<file path="config.mk">
export PLATFORM = sky130hd
export DESIGN_NAME = sys_exc_ctl
export DESIGN_NICKNAME = d
export VERILOG_FILES = /design/src/rtl/sys_exc_pkg.sv /design/src/rtl/sys_exc_pend.sv /design/src/rtl/sys_exc_rstreq.sv /design/src/rtl/sys_exc_swtrig.sv /design/src/rtl/sys_exc_ctl.sv
export SDC_FILE = /design/constraint.sdc
export NUM_CORES = 1
export LEC_CHECK = 0
export ABC_CLOCK_PERIOD_IN_PS = 1200
export BUFFER_PORTS_ARGS = -buffer_cell sky130_fd_sc_hd__buf_2
export CORE_MARGIN = 8
export CORE_UTILIZATION = 42
export DETAILED_ROUTE_END_ITERATION = 10
export PLACE_DENSITY = 0.91
export SYNTH_ARGS = -nofsm -noshare
export SYNTH_HDL_FRONTEND = slang
export SYNTH_HIERARCHICAL = 1
export SYNTH_SLANG_ARGS = --single-unit
</file>
<file path="constraint.sdc">
create_clock -name clk -period 1.2 [get_ports clk]
set_input_delay 0.06 -clock clk [delete_from_list [all_inputs] [get_ports clk]]
set_output_delay 0.06 -clock clk [all_outputs]
set_load 0.03 [all_outputs]
</file>
<file path="src/rtl/sys_exc_pkg.sv">
package sys_exc_pkg;
    localparam int unsigned REG_AW = 2;

    typedef enum logic [REG_AW-1:0] {
        SEL_CTLSTAT = 2'd0,
        SEL_VBASE   = 2'd1,
        SEL_RSTCTL  = 2'd2,
        SEL_SWTRIG  = 2'd3
    } reg_sel_e;

    localparam logic [15:0] RST_KEY       = 16'h05FA;
    localparam logic [31:0] RSTCTL_RDVAL  = 32'hFA05_0000;
    localparam int unsigned EXT_VEC_BASE  = 16;

    typedef enum logic {
        RQ_IDLE,
        RQ_FIRE
    } rq_state_e;
endpackage

</file>
<file path="src/rtl/sys_exc_pend.sv">
module sys_exc_pend (
    input  logic       clk,
    input  logic       rst_n,
    input  logic       hit,
    input  logic [6:0] ctl_bits,   // written bits [31:25]
    output logic       nmi_set_o,
    output logic       sv_set_o,
    output logic       sv_clr_o,
    output logic       tick_set_o,
    output logic       tick_clr_o
);
    logic nmi_d, svs_d, svc_d, tks_d, tkc_d;

    always_comb begin
        nmi_d = hit && ctl_bits[6];
        svs_d = hit && ctl_bits[3];
        svc_d = hit && ctl_bits[2] && !ctl_bits[3];
        tks_d = hit && ctl_bits[1];
        tkc_d = hit && ctl_bits[0] && !ctl_bits[1];
    end

    always_ff @(posedge clk or negedge rst_n) begin
        if (!rst_n) begin
            nmi_set_o  <= 1'b0;
            sv_set_o   <= 1'b0;
            sv_clr_o   <= 1'b0;
            tick_set_o <= 1'b0;
            tick_clr_o <= 1'b0;
        end else begin
            nmi_set_o  <= nmi_d;
            sv_set_o   <= svs_d;
            sv_clr_o   <= svc_d;
            tick_set_o <= tks_d;
            tick_clr_o <= tkc_d;
        end
    end
endmodule

</file>
<file path="src/rtl/sys_exc_rstreq.sv">
module sys_exc_rstreq
    import sys_exc_pkg::*;
(
    input  logic        clk,
    input  logic        rst_n,
    input  logic        hit,
    input  logic [15:0] key,
    input  logic        req_bit,
    output logic        rst_req_o
);
    rq_state_e state_q, state_d;

    always_ff @(posedge clk or negedge rst_n) begin
        if (!rst_n) state_q <= RQ_IDLE;
        else        state_q <= state_d;
    end

    always_comb begin
        state_d = state_q;
        unique case (state_q)
            RQ_IDLE: if (hit && key == RST_KEY && req_bit) state_d = RQ_FIRE;
            RQ_FIRE: state_d = RQ_IDLE;
            default: state_d = RQ_IDLE;
        endcase
    end

    always_comb begin
        rst_req_o = (state_q == RQ_FIRE);
    end
endmodule

</file>
<file path="src/rtl/sys_exc_swtrig.sv">
module sys_exc_swtrig #(
    parameter int unsigned NUM_IRQ = 64,
    parameter int unsigned NUM_W   = 9,
    parameter int unsigned TV_W    = 10
) (
    input  logic             clk,
    input  logic             rst_n,
    input  logic             hit,
    input  logic [NUM_W-1:0] num,
    output logic             trig_stb_o,
    output logic [TV_W-1:0]  trig_vec_o
);
    localparam int unsigned VBASE = sys_exc_pkg::EXT_VEC_BASE;

    logic in_range;
    always_comb in_range = (32'(num) < NUM_IRQ);

    always_ff @(posedge clk or negedge rst_n) begin
        if (!rst_n) begin
            trig_stb_o <= 1'b0;
            trig_vec_o <= '0;
        end else begin
            trig_stb_o <= hit && in_range;
            if (hit && in_range) trig_vec_o <= TV_W'(num) + TV_W'(VBASE);
        end
    end
endmodule

</file>
<file path="src/rtl/sys_exc_ctl.sv">
module sys_exc_ctl
    import sys_exc_pkg::*;
#(
    parameter int unsigned NUM_IRQ = 64,
    parameter int unsigned VEC_W   = 9,
    parameter int unsigned TV_W    = 10
) (
    input  logic              clk,
    input  logic              rst_n,
    input  logic              bus_wr,
    input  logic [1:0]        bus_addr,
    input  logic [31:0]       bus_wdata,
    output logic [31:0]       bus_rdata,
    input  logic              ic_act_valid,
    input  logic [VEC_W-1:0]  ic_act_vec,
    input  logic              ic_pend_valid,
    input  logic [VEC_W-1:0]  ic_pend_vec,
    input  logic              ic_other_active,
    input  logic              ic_ext_pend,
    input  logic              ic_nmi_pend,
    input  logic              ic_sv_pend,
    input  logic              ic_tick_pend,
    output logic              nmi_set_o,
    output logic              sv_set_o,
    output logic              sv_clr_o,
    output logic              tick_set_o,
    output logic              tick_clr_o,
    output logic              rst_req_o,
    output logic [31:0]       vec_base_o,
    output logic              trig_stb_o,
    output logic [TV_W-1:0]   trig_vec_o
);
    localparam int unsigned PEND_LSB = 12;
    localparam int unsigned NUM_W    = 9;
    localparam int unsigned VB_LSB   = 7;

    reg_sel_e sel;
    logic hit_cs, hit_vb, hit_rc, hit_st;

    always_comb begin
        sel    = reg_sel_e'(bus_addr);
        hit_cs = bus_wr && sel == SEL_CTLSTAT;
        hit_vb = bus_wr && sel == SEL_VBASE;
        hit_rc = bus_wr && sel == SEL_RSTCTL;
        hit_st = bus_wr && sel == SEL_SWTRIG;
    end

    sys_exc_pend u_pend (
        .clk(clk), .rst_n(rst_n), .hit(hit_cs), .ctl_bits(bus_wdata[31:25]),
        .nmi_set_o(nmi_set_o), .sv_set_o(sv_set_o), .sv_clr_o(sv_clr_o),
        .tick_set_o(tick_set_o), .tick_clr_o(tick_clr_o)
    );

    sys_exc_rstreq u_rst (
        .clk(clk), .rst_n(rst_n), .hit(hit_rc), .key(bus_wdata[31:16]),
        .req_bit(bus_wdata[2]), .rst_req_o(rst_req_o)
    );

    sys_exc_swtrig #(.NUM_IRQ(NUM_IRQ), .NUM_W(NUM_W), .TV_W(TV_W)) u_trig (
        .clk(clk), .rst_n(rst_n), .hit(hit_st), .num(bus_wdata[NUM_W-1:0]),
        .trig_stb_o(trig_stb_o), .trig_vec_o(trig_vec_o)
    );

    logic [31:VB_LSB] vb_q;
    always_ff @(posedge clk or negedge rst_n) begin
        if (!rst_n)      vb_q <= '0;
        else if (hit_vb) vb_q <= bus_wdata[31:VB_LSB];
    end
    assign vec_base_o = {vb_q, {VB_LSB{1'b0}}};

    logic [31:0] cs_word;
    always_comb begin
        cs_word = '0;
        if (ic_act_valid)  cs_word[VEC_W-1:0] = ic_act_vec;
        if (ic_pend_valid) cs_word[PEND_LSB +: VEC_W] = ic_pend_vec;
        cs_word[11] = ic_other_active;
        cs_word[22] = ic_ext_pend;
        cs_word[26] = ic_tick_pend;
        cs_word[28] = ic_sv_pend;
        cs_word[31] = ic_nmi_pend;
    end

    always_comb begin
        unique case (sel)
            SEL_CTLSTAT: bus_rdata = cs_word;
            SEL_VBASE:   bus_rdata = vec_base_o;
            SEL_RSTCTL:  bus_rdata = RSTCTL_RDVAL;
            SEL_SWTRIG:  bus_rdata = '0;
            default:     bus_rdata = '0;
        endcase
    end
endmodule

</file>
==> results of run 1 <==
## worst reg2reg max path: cells and delay by family, from the launching register on
kind | cells | cell delay, ns
and+or+nand+nor | 3 | 0.60
DFF | 1 | 0.38
## path summary, 6_finish.rpt
path                                 startpoint              endpoint  slack (ns)  cells past startpoint
max                                    vb_q[17]         bus_rdata[17]        0.03                      3
min                               bus_wdata[24]              vb_q[24]       0.008                      2
max reg2reg                     u_rst/rst_req_o       u_rst/rst_req_o        0.13                      3
min reg2reg                u_trig/trig_vec_o[8]  u_trig/trig_vec_o[8]        0.50                      1
max in group asynchronous                 rst_n       u_pend/sv_set_o        0.46                      3
min in group asynchronous                 rst_n              vb_q[25]        0.25                      2
## area by class of cell
| type | instances | share of cell area (%) |
|---|---|---|
| multi-input cells | 119 | 31.5 |
| flip-flops and latches | 42 | 31.3 |
| repair buffers | 167 | 31.1 |
| well taps | 70 | 2.60 |
| clock buffers | 5 | 2.05 |
| clock inverters | 3 | 1.34 |
| inverters | 1 | 0.112 |
## stage by stage
step | setup TNS [ns] | utilization [%]
floorplan | -0.215 | -
global placement | -0.176 | 60.4
detailed placement | -0.335 | 60.4
CTS | 0 | 65.6
global route | -0.0498 | 66.3
finish | 0 | 66.3
## flip-flops by register name (all words and copies together) (netlist names)
register / cells
u_trig/trig_vec_o: 10
u_pend/sv_set_o: 1
u_pend/tick_clr_o: 1
u_rst/rst_req_o: 1
vb_q: 25
u_pend/sv_clr_o: 1
u_pend/nmi_set_o: 1
u_trig/trig_stb_o: 1
u_pend/tick_set_o: 1
## Yosys cell counts, types with 4 or more instances
library cell  instances  share of area [%]
buf_2                 4               0.92
and3_1                8                2.3
nand2_1               9                1.5
a21o_1                4                1.4
mux2i_1               4                1.8
buf_4                 8                2.7
dfrtp_1              42                 48
nand3b_1              9                3.1
o2bb2ai_1             4                1.6
mux2_2               11                5.7
mux2_4               20                 14
nor2_1                6                1.0
and2_1                7                2.0
a21oi_1              11                2.5
## kinds of logic after synthesis
| kind of cell | count (synthesis) | synth area share [%] |
|---|---|---|
| AO/OA/AOI/OAI | 19 | 5.49 |
| buffers and inverters | 18 | 5.72 |
| adder cells (fa/ha/maj) | 1 | 0.572 |
| AND/OR/NAND/NOR | 57 | 18.8 |
| other | 1 | 0.171 |
| multiplexers | 35 | 21.2 |
| flip-flops | 42 | 48.1 |
## per-layer routing
metal  vias up  track usage [%]  wire [um]
li1        922                -          -
met1       907             17.9       2620
met2        95             32.8       3660
met3        17             6.57        750
met4         0             6.30        186
met5         -                0          0
## power by group
group	internal, mW	switching, mW
sequential	1.62	0.151
clock	0.619	0.493
combinational	0.691	1.02
## timing repair
| item | 4_1_cts | 5_1_grt |
|---|---|---|
| hold endpoints to repair | 30 | 0 |
| hold buffers | 15 | 0 |
| setup buffers | 0 | 2 |
| endpoints found under the setup margin | 0 | 7 |
| resized for setup | 0 | 15 |
==> impl_metrics.tcl, run 1 <==
set metrics [dict create \
    status "finished clean" \
    post_drt_wl_per_cell_um 17.7 \
    postLayoutSetupSlackWorst_ns 0.0277 \
    drc 0 \
    dp_hpwl_mm 5.58 \
    ys.flop_type "dfrtp_1" \
    layout_common_cells "buf_2 (128), dfrtp_1 (42), mux2_4 (25)" \
    synth_seq_area_share_pct 48.1 \
    cp.arrival_ns 1.11 \
    htree_num_levels 2 \
    slowest_delay_ns 0.38 \
    crit_slowest_cell "dfrtp_1" \
    grt_pass1_vias 2136 \
    num_rows 26 \
    antenna_cells 0 \
    cts_buffer_depth 2 \
    die_w_um 88.2 \
    post-route-min-period_ns 1.17 \
    place_inst 382 \
    clkLatencyLatePin_ns 0.29 \
    grtUsageTotal_pct 17.8 \
    ant_nets 0 \
    critPathCaptureType "output port" \
    synthDistinctLibCells 31 \
    cp-start-kind "flop" \
    die_area_mm2 0.00777 \
    syn_inst 173 \
    cts_root_buffer "clkbuf_8" \
    peakVddDrop_uv 803 \
    ys_warn_count 6 \
    async_flop_share_pct 100 \
    syn_area_mm2 0.00219 \
    rsz0062_at_grt "true" \
    multi_input_area_mm2 0.00106 \
    vias 1941 \
    synth_seq_cells 42 \
    cts_buffers 5 \
    wirelength_mm 7.21 \
    path_cells "nand2_1, a21oi_2, buf_4" \
    areaGrowthSynthToFinish_pct 53.8 \
    drive_gt1_share_pct 59.9 \
    filler_cell_count 395 \
    layout_commonest_cell "buf_2" \
    die_h_um 88.2 \
    start_util_pct 43.1 \
    drt_iter0_drc 46 \
    crit_family "flip-flops" \
    p_leak_nw 1.90 \
    via_per_inst 4.77 \
    holdWs_ns 0.00788 \
    path_clk_slew_ns 0.08 \
    gp_congestion 0.790 \
    overflow 0 \
    power_density_mw_per_mm2 1370 \
    antenna_found_initial 0 \
    io_pins 143 \
    regArea_mm2 0.00105 \
    fin_crit_sh_pct 97.7 \
    synth-edff-count 0 \
    grt_max_degree 26 \
    core-area_mm2 0.00507 \
    nNetsFinal 399 \
    portBuffers 135 \
    hold_viol_final 0 \
    required_ns 1.14 \
    grt_pass1_wl_mm 10.6 \
    dr.pass1.iters 2 \
    setup_violations 0 \
    finalInstanceArea_mm2 0.00336 \
    final_cells 407 \
    hp-class "input port to flop" \
    maxCapViolCount 0 \
    critPathKind "flop to output port" \
    drv_slew 0 \
    cp_num_buf_inv 1 \
    numClockSinks 42 \
    finalPower_mw 4.60 \
    place_area_mm2 0.00306 \
    dp_slack_ns -0.0693 \
    fmax_ghz 0.853 \
    cp_max_fo 3 \
    finClkSkew_ns 0 \
    syn_area_per_cell_um2 12.6 \
    cts_tree "done" \
]
Note: power is estimated with default switching activity, not from simulation.
==> run 2: changes to the inputs <==
ABC_AREA = 1   (was default)
CAP_MARGIN = 10   (was default)
CORE_UTILIZATION = 43   (was 42)
PLACE_DENSITY = 0.92   (was 0.91)
==> impl_metrics.tcl, run 2 <==
set metrics [dict create \
    place_area_mm2 0.00299 \
    die_area_mm2 0.00779 \
    cp_num_buf_inv 2 \
    switching_power_mw 1.69 \
    status "finished clean" \
    critPathKind "flop to output port" \
    drv_slew 0 \
    path_cells "inv_1, nand2_1, nand2_1, nor2_1, buf_4" \
    setup_violations 0 \
    yosysMostFrequentCell "nand2_1" \
    top_register "vb_q" \
    grtUsageTotal_pct 20.3 \
    p_sw_share_pct 40.2 \
    hold_viol_final 0 \
    cts_tree "done" \
    synthTopCellsByCount "nand2_1 (134), dfrtp_1 (42), inv_1 (26)" \
    yosys.area.top_type "dfrtp_1" \
    cts_buffers 5 \
    layout_common_cells "nand2_1 (134), buf_2 (133), dfrtp_1 (42)" \
    hp-class "input port to flop" \
    synthDistinctLibCells 20 \
    async_flop_share_pct 100 \
    drc 0 \
    core-area_mm2 0.00507 \
    cts_buffer_depth 2 \
    reg_top3 "vb_q: 25 flops, u_trig/trig_vec_o: 10 flops" \
    sequentialPowerShare_pct 41.9 \
    grt_pass1_vias 2626 \
    gp_congestion 0.829 \
    required_ns 1.14 \
    fin_crit_sh_pct 94.8 \
    filler_cell_count 442 \
    p_int_mw 2.51 \
    largest_register_ffs 25 \
    ant_nets 0 \
    wirelength_mm 7.83 \
    cp-start-kind "flop" \
    crit_slowest_cell "dfrtp_1" \
    fmax_ghz 0.879 \
    pwr-share-clk_pct 21.4 \
    num_rows 26 \
    io_pins 143 \
    layout_commonest_cell "nand2_1" \
    peakVddDrop_uv 686 \
    critPathCaptureType "output port" \
    nNetsFinal 513 \
    synth-edff-count 0 \
    cpMostUsedCell "nand2_1" \
    syn_area_mm2 0.00225 \
    cp_max_fo 2 \
    synth_area_leaders "dfrtp_1 (47%), nand2_1 (22%), nand4_1 (7.0%)" \
    finalInstanceArea_mm2 0.00314 \
    comb_power_share_pct 36.7 \
    ys.flop_type "dfrtp_1" \
    postLayoutSetupSlackWorst_ns 0.0629 \
    portBuffers 135 \
    antenna_cells 0 \
    slowest_delay_ns 0.38 \
    clkLatencyLatePin_ns 0.29 \
    syn_inst 307 \
    maxCapViolCount 0 \
    via_per_inst 4.90 \
    cts_root_buffer "clkbuf_8" \
    die_h_um 88.3 \
    antenna_found_initial 0 \
    power_density_mw_per_mm2 1340 \
    setup_tns_ns 0 \
    synth_seq_area_share_pct 46.8 \
    syn_area_per_cell_um2 7.32 \
    die_w_um 88.3 \
    dp_hpwl_mm 6.29 \
    cp.arrival_ns 1.08 \
    synth_seq_cells 42 \
    drt_iter0_drc 151 \
    fin_util_pct 61.9 \
    numClockSinks 42 \
    overflow 0 \
    grt_max_degree 27 \
    drive_gt1_share_pct 37.0 \
    synth_top_area_share_pct 46.8 \
    path_clk_slew_ns 0.07 \
    post_drt_wl_per_cell_um 15.1 \
    post-route-min-period_ns 1.14 \
    vias 2544 \
    areaGrowthSynthToFinish_pct 39.8 \
    dr.pass1.iters 4 \
    place_inst 506 \
    ys_warn_count 6 \
    htree_num_levels 2 \
    crit_family "flip-flops" \
    start_util_pct 44.3 \
    p_leak_nw 1.98 \
    dp_slack_ns 0.0564 \
    finClkSkew_ns 0 \
    grt_pass1_wl_mm 12.2 \
    final_cells 519 \
]
run 2: metrics by stage:
stage                     power, mW  hold slack [ns]
after floorplan                2.75           -0.236
after global placement         3.26           0.0274
after detailed placement       3.31           0.0304
after CTS                      4.22         0.000192
after global routing           4.43           0.0189
final                          4.21          0.00723
run 2: timing repair:
action	CTS	global route
setup endpoints to repair	1	2
setup buffers	1	1
gates resized for setup	1	2
endpoints found under the hold margin	22	0
pin swaps	0	2
hold buffers	5	0
run 2: worst register-to-register path, delay by kind of cell, from the launching register on:
kind	cells	cell delay, ns
buffers and inverters	1	0.05
flip-flops	1	0.38
AND/OR/NAND/NOR	4	0.30
run 2: kinds of logic after synthesis:
logic type / after synthesis / share of synthesized area, %
other cells: 1 / 0.167
fa+ha+maj: 1 / 0.557
flops: 42 / 46.8
compound gates: 2 / 0.446
simple gates: 210 / 41.2
buf+inv: 51 / 10.9
run 2: final cells by class:
type | instances | area, um2 | area share [%]
inverters | 29 | 111 | 3.55
flip-flops and latches | 42 | 1050 | 33.5
clock buffers | 6 | 82.6 | 2.63
repair buffers | 152 | 833 | 26.5
multi-input cells | 220 | 973 | 31.0
well taps | 70 | 87.6 | 2.79
run 2: per-layer routing:
metal  track usage, %  share of wire (%)
met4             10.9                3.0
met1             20.7                 35
met3             3.99                8.6
met5                0                  0
met2             37.9                 53
run 2: worst paths after layout:
path	slack, ns	cells past startpoint	from	to
worst min-delay path	0.007	3	bus_wdata[27]	u_pend/sv_clr_o
max in group asynchronous	0.43	3	rst_n	vb_q[29]
worst max register to register	0.39	5	u_rst/rst_req_o	u_rst/rst_req_o
worst max-delay path	0.06	5	vb_q[18]	bus_rdata[18]
worst min register to register	0.47	2	u_trig/trig_vec_o[4]	u_trig/trig_vec_o[4]
min in group asynchronous	0.28	2	rst_n	vb_q[17]
run 2: power groups by stage:
stage	Combinational, mW	Clock [mW]	Sequential (mW)
after global placement	1.48	0	1.79
final	1.54	0.898	1.76
after CTS	1.54	0.912	1.77
after detailed placement	1.51	0	1.79
after floorplan	0.564	0	2.18
after global routing	1.65	0.984	1.79
==> run 3: changes to the inputs <==
ABC_CLOCK_PERIOD_IN_PS = 1100   (was 1200)
TNS_END_PERCENT = 10   (was default)
clock period = 1.1 ns   (was 1.2 ns; I/O delays follow)
==> impl_metrics.tcl, run 3 (same netlist as run 2, synthesis figures left out) <==
set metrics [dict create \
    p_leak_nw 2.02 \
    cts_buffers 5 \
    fin_util_pct 64.3 \
    via_per_inst 4.92 \
    gp_congestion 0.844 \
    portBuffers 135 \
    dp_hpwl_mm 6.37 \
    grt_pass1_wl_mm 12.8 \
    ant_nets 0 \
    htree_num_levels 2 \
    setup_violations 1 \
    antenna_cells 0 \
    die_w_um 88.3 \
    numClockSinks 42 \
    reg_top3 "vb_q: 25 flops, u_trig/trig_vec_o: 10 flops" \
    dp_slack_ns -0.00351 \
    postLayoutSetupSlackWorst_ns -0.0758 \
    setup_tns_ns -0.0758 \
    cts_tree "done" \
    hp-class "input port to flop" \
    filler_cell_count 410 \
    io_pins 143 \
    cp.arrival_ns 1.12 \
    drv_slew 0 \
    peakVddDrop_uv 871 \
    die_h_um 88.3 \
    layout_commonest_cell "nand2_1" \
    rsz0062_at_grt "true" \
    post_drt_wl_per_cell_um 15.7 \
    post-route-min-period_ns 1.18 \
    dr.pass1.iters 5 \
    status "finished, violations left" \
    nNetsFinal 519 \
    die_area_mm2 0.00779 \
    wirelength_mm 8.30 \
    critPathKind "flop to output port" \
    drive_gt1_share_pct 38.1 \
    violations "setup timing" \
    fin_crit_sh_pct 107 \
    holdWs_ns 0.00436 \
    cp-start-kind "flop" \
    fmax_ghz 0.850 \
    top_register "vb_q" \
    hold_viol_final 0 \
    start_util_pct 44.3 \
    maxCapViolCount 0 \
    cts_buffer_depth 2 \
    power_density_mw_per_mm2 1490 \
    finalInstanceArea_mm2 0.00327 \
    num_rows 26 \
    required_ns 1.04 \
    grtUsageTotal_pct 21.4 \
    grt_pass1_vias 2594 \
    layout_common_cells "nand2_1 (133), buf_2 (124), dfrtp_1 (42)" \
    overflow 0 \
    finClkSkew_ns 0 \
    grt_max_degree 25 \
    place_area_mm2 0.00302 \
    path_clk_slew_ns 0.08 \
    drt_iter0_drc 169 \
    cts_root_buffer "clkbuf_8" \
    antenna_found_initial 0 \
    drc 0 \
    clkLatencyLatePin_ns 0.30 \
    areaGrowthSynthToFinish_pct 45.4 \
    core-area_mm2 0.00507 \
    largest_register_ffs 25 \
    cp_max_fo 2 \
    critPathCaptureType "output port" \
    vias 2595 \
]
## run 3: changes by cell type in the layout (fill, tap and decap cells not counted), sizes merged
cell	change
clkbuf	+2
buf	+3
bufinv	+1
dlygate4sd3	+2
## run 3: worst paths after layout
check	startpoint	end	slack, ns	cells after the start
max	vb_q[18]	bus_rdata[18]	-0.08	5
min	bus_wdata[13]	vb_q[13]	0.004	3
max reg2reg	u_rst/rst_req_o	u_rst/rst_req_o	0.26	5
min reg2reg	u_trig/trig_vec_o[5]	u_trig/trig_vec_o[5]	0.48	2
max in group asynchronous	rst_n	vb_q[30]	0.50	3
min in group asynchronous	rst_n	vb_q[17]	0.17	2
## run 3: worst max-delay path: stages, from the launching register on
cell and delay (ns):
dfrtp_1 0.36, inv_1 0.05, nand2_1 0.07, nand2_1 0.06, nor2_1 0.10, buf_4 0.18
## run 3: where the power goes
group          internal [mW]  switching (mW)  total (mW)
Clock                  0.679           0.518        1.20
Sequential              1.76           0.165        1.93
Combinational          0.532            1.22        1.75
Total                   2.98            1.90        4.88
## run 3: stage by stage
| step | power [mW] | instances |
|---|---|---|
| after detailed placement | 3.62 | 510 |
| after global routing | 5.11 | 527 |
| final | 4.88 | 527 |
| after CTS | 4.84 | 527 |
| after global placement | 3.57 | 510 |
| after floorplan | 3.00 | 313 |
## run 3: layout make-up
type,instances,area [um2],share of cell area [%]
Timing Repair Buffer,158,928,28.4
Multi-Input combinational cell,220,981,30.0
Clock inverter,1,30.0,0.920
Sequential cell,42,1050,32.2
Clock buffer,7,76.3,2.34
Tap cell,70,87.6,2.68
Inverter,29,111,3.41
## run 3: per-layer routing
layer	vias to the layer above	track usage, %	share of wire, %
li1	1237	-	-
met1	1204	22.6	35
met2	128	37.9	52
met3	26	5.20	8.6
met4	0	12.4	4.1
met5	-	0	0
## run 3: timing repair
item                                    in CTS  in global routing
hold endpoints to repair                    48                  0
hold buffers                                 7                  0
resized for setup                            4                 23
pin swaps                                    1                  6
buffers inserted                             2                  0
endpoints found under the setup margin       3                 24
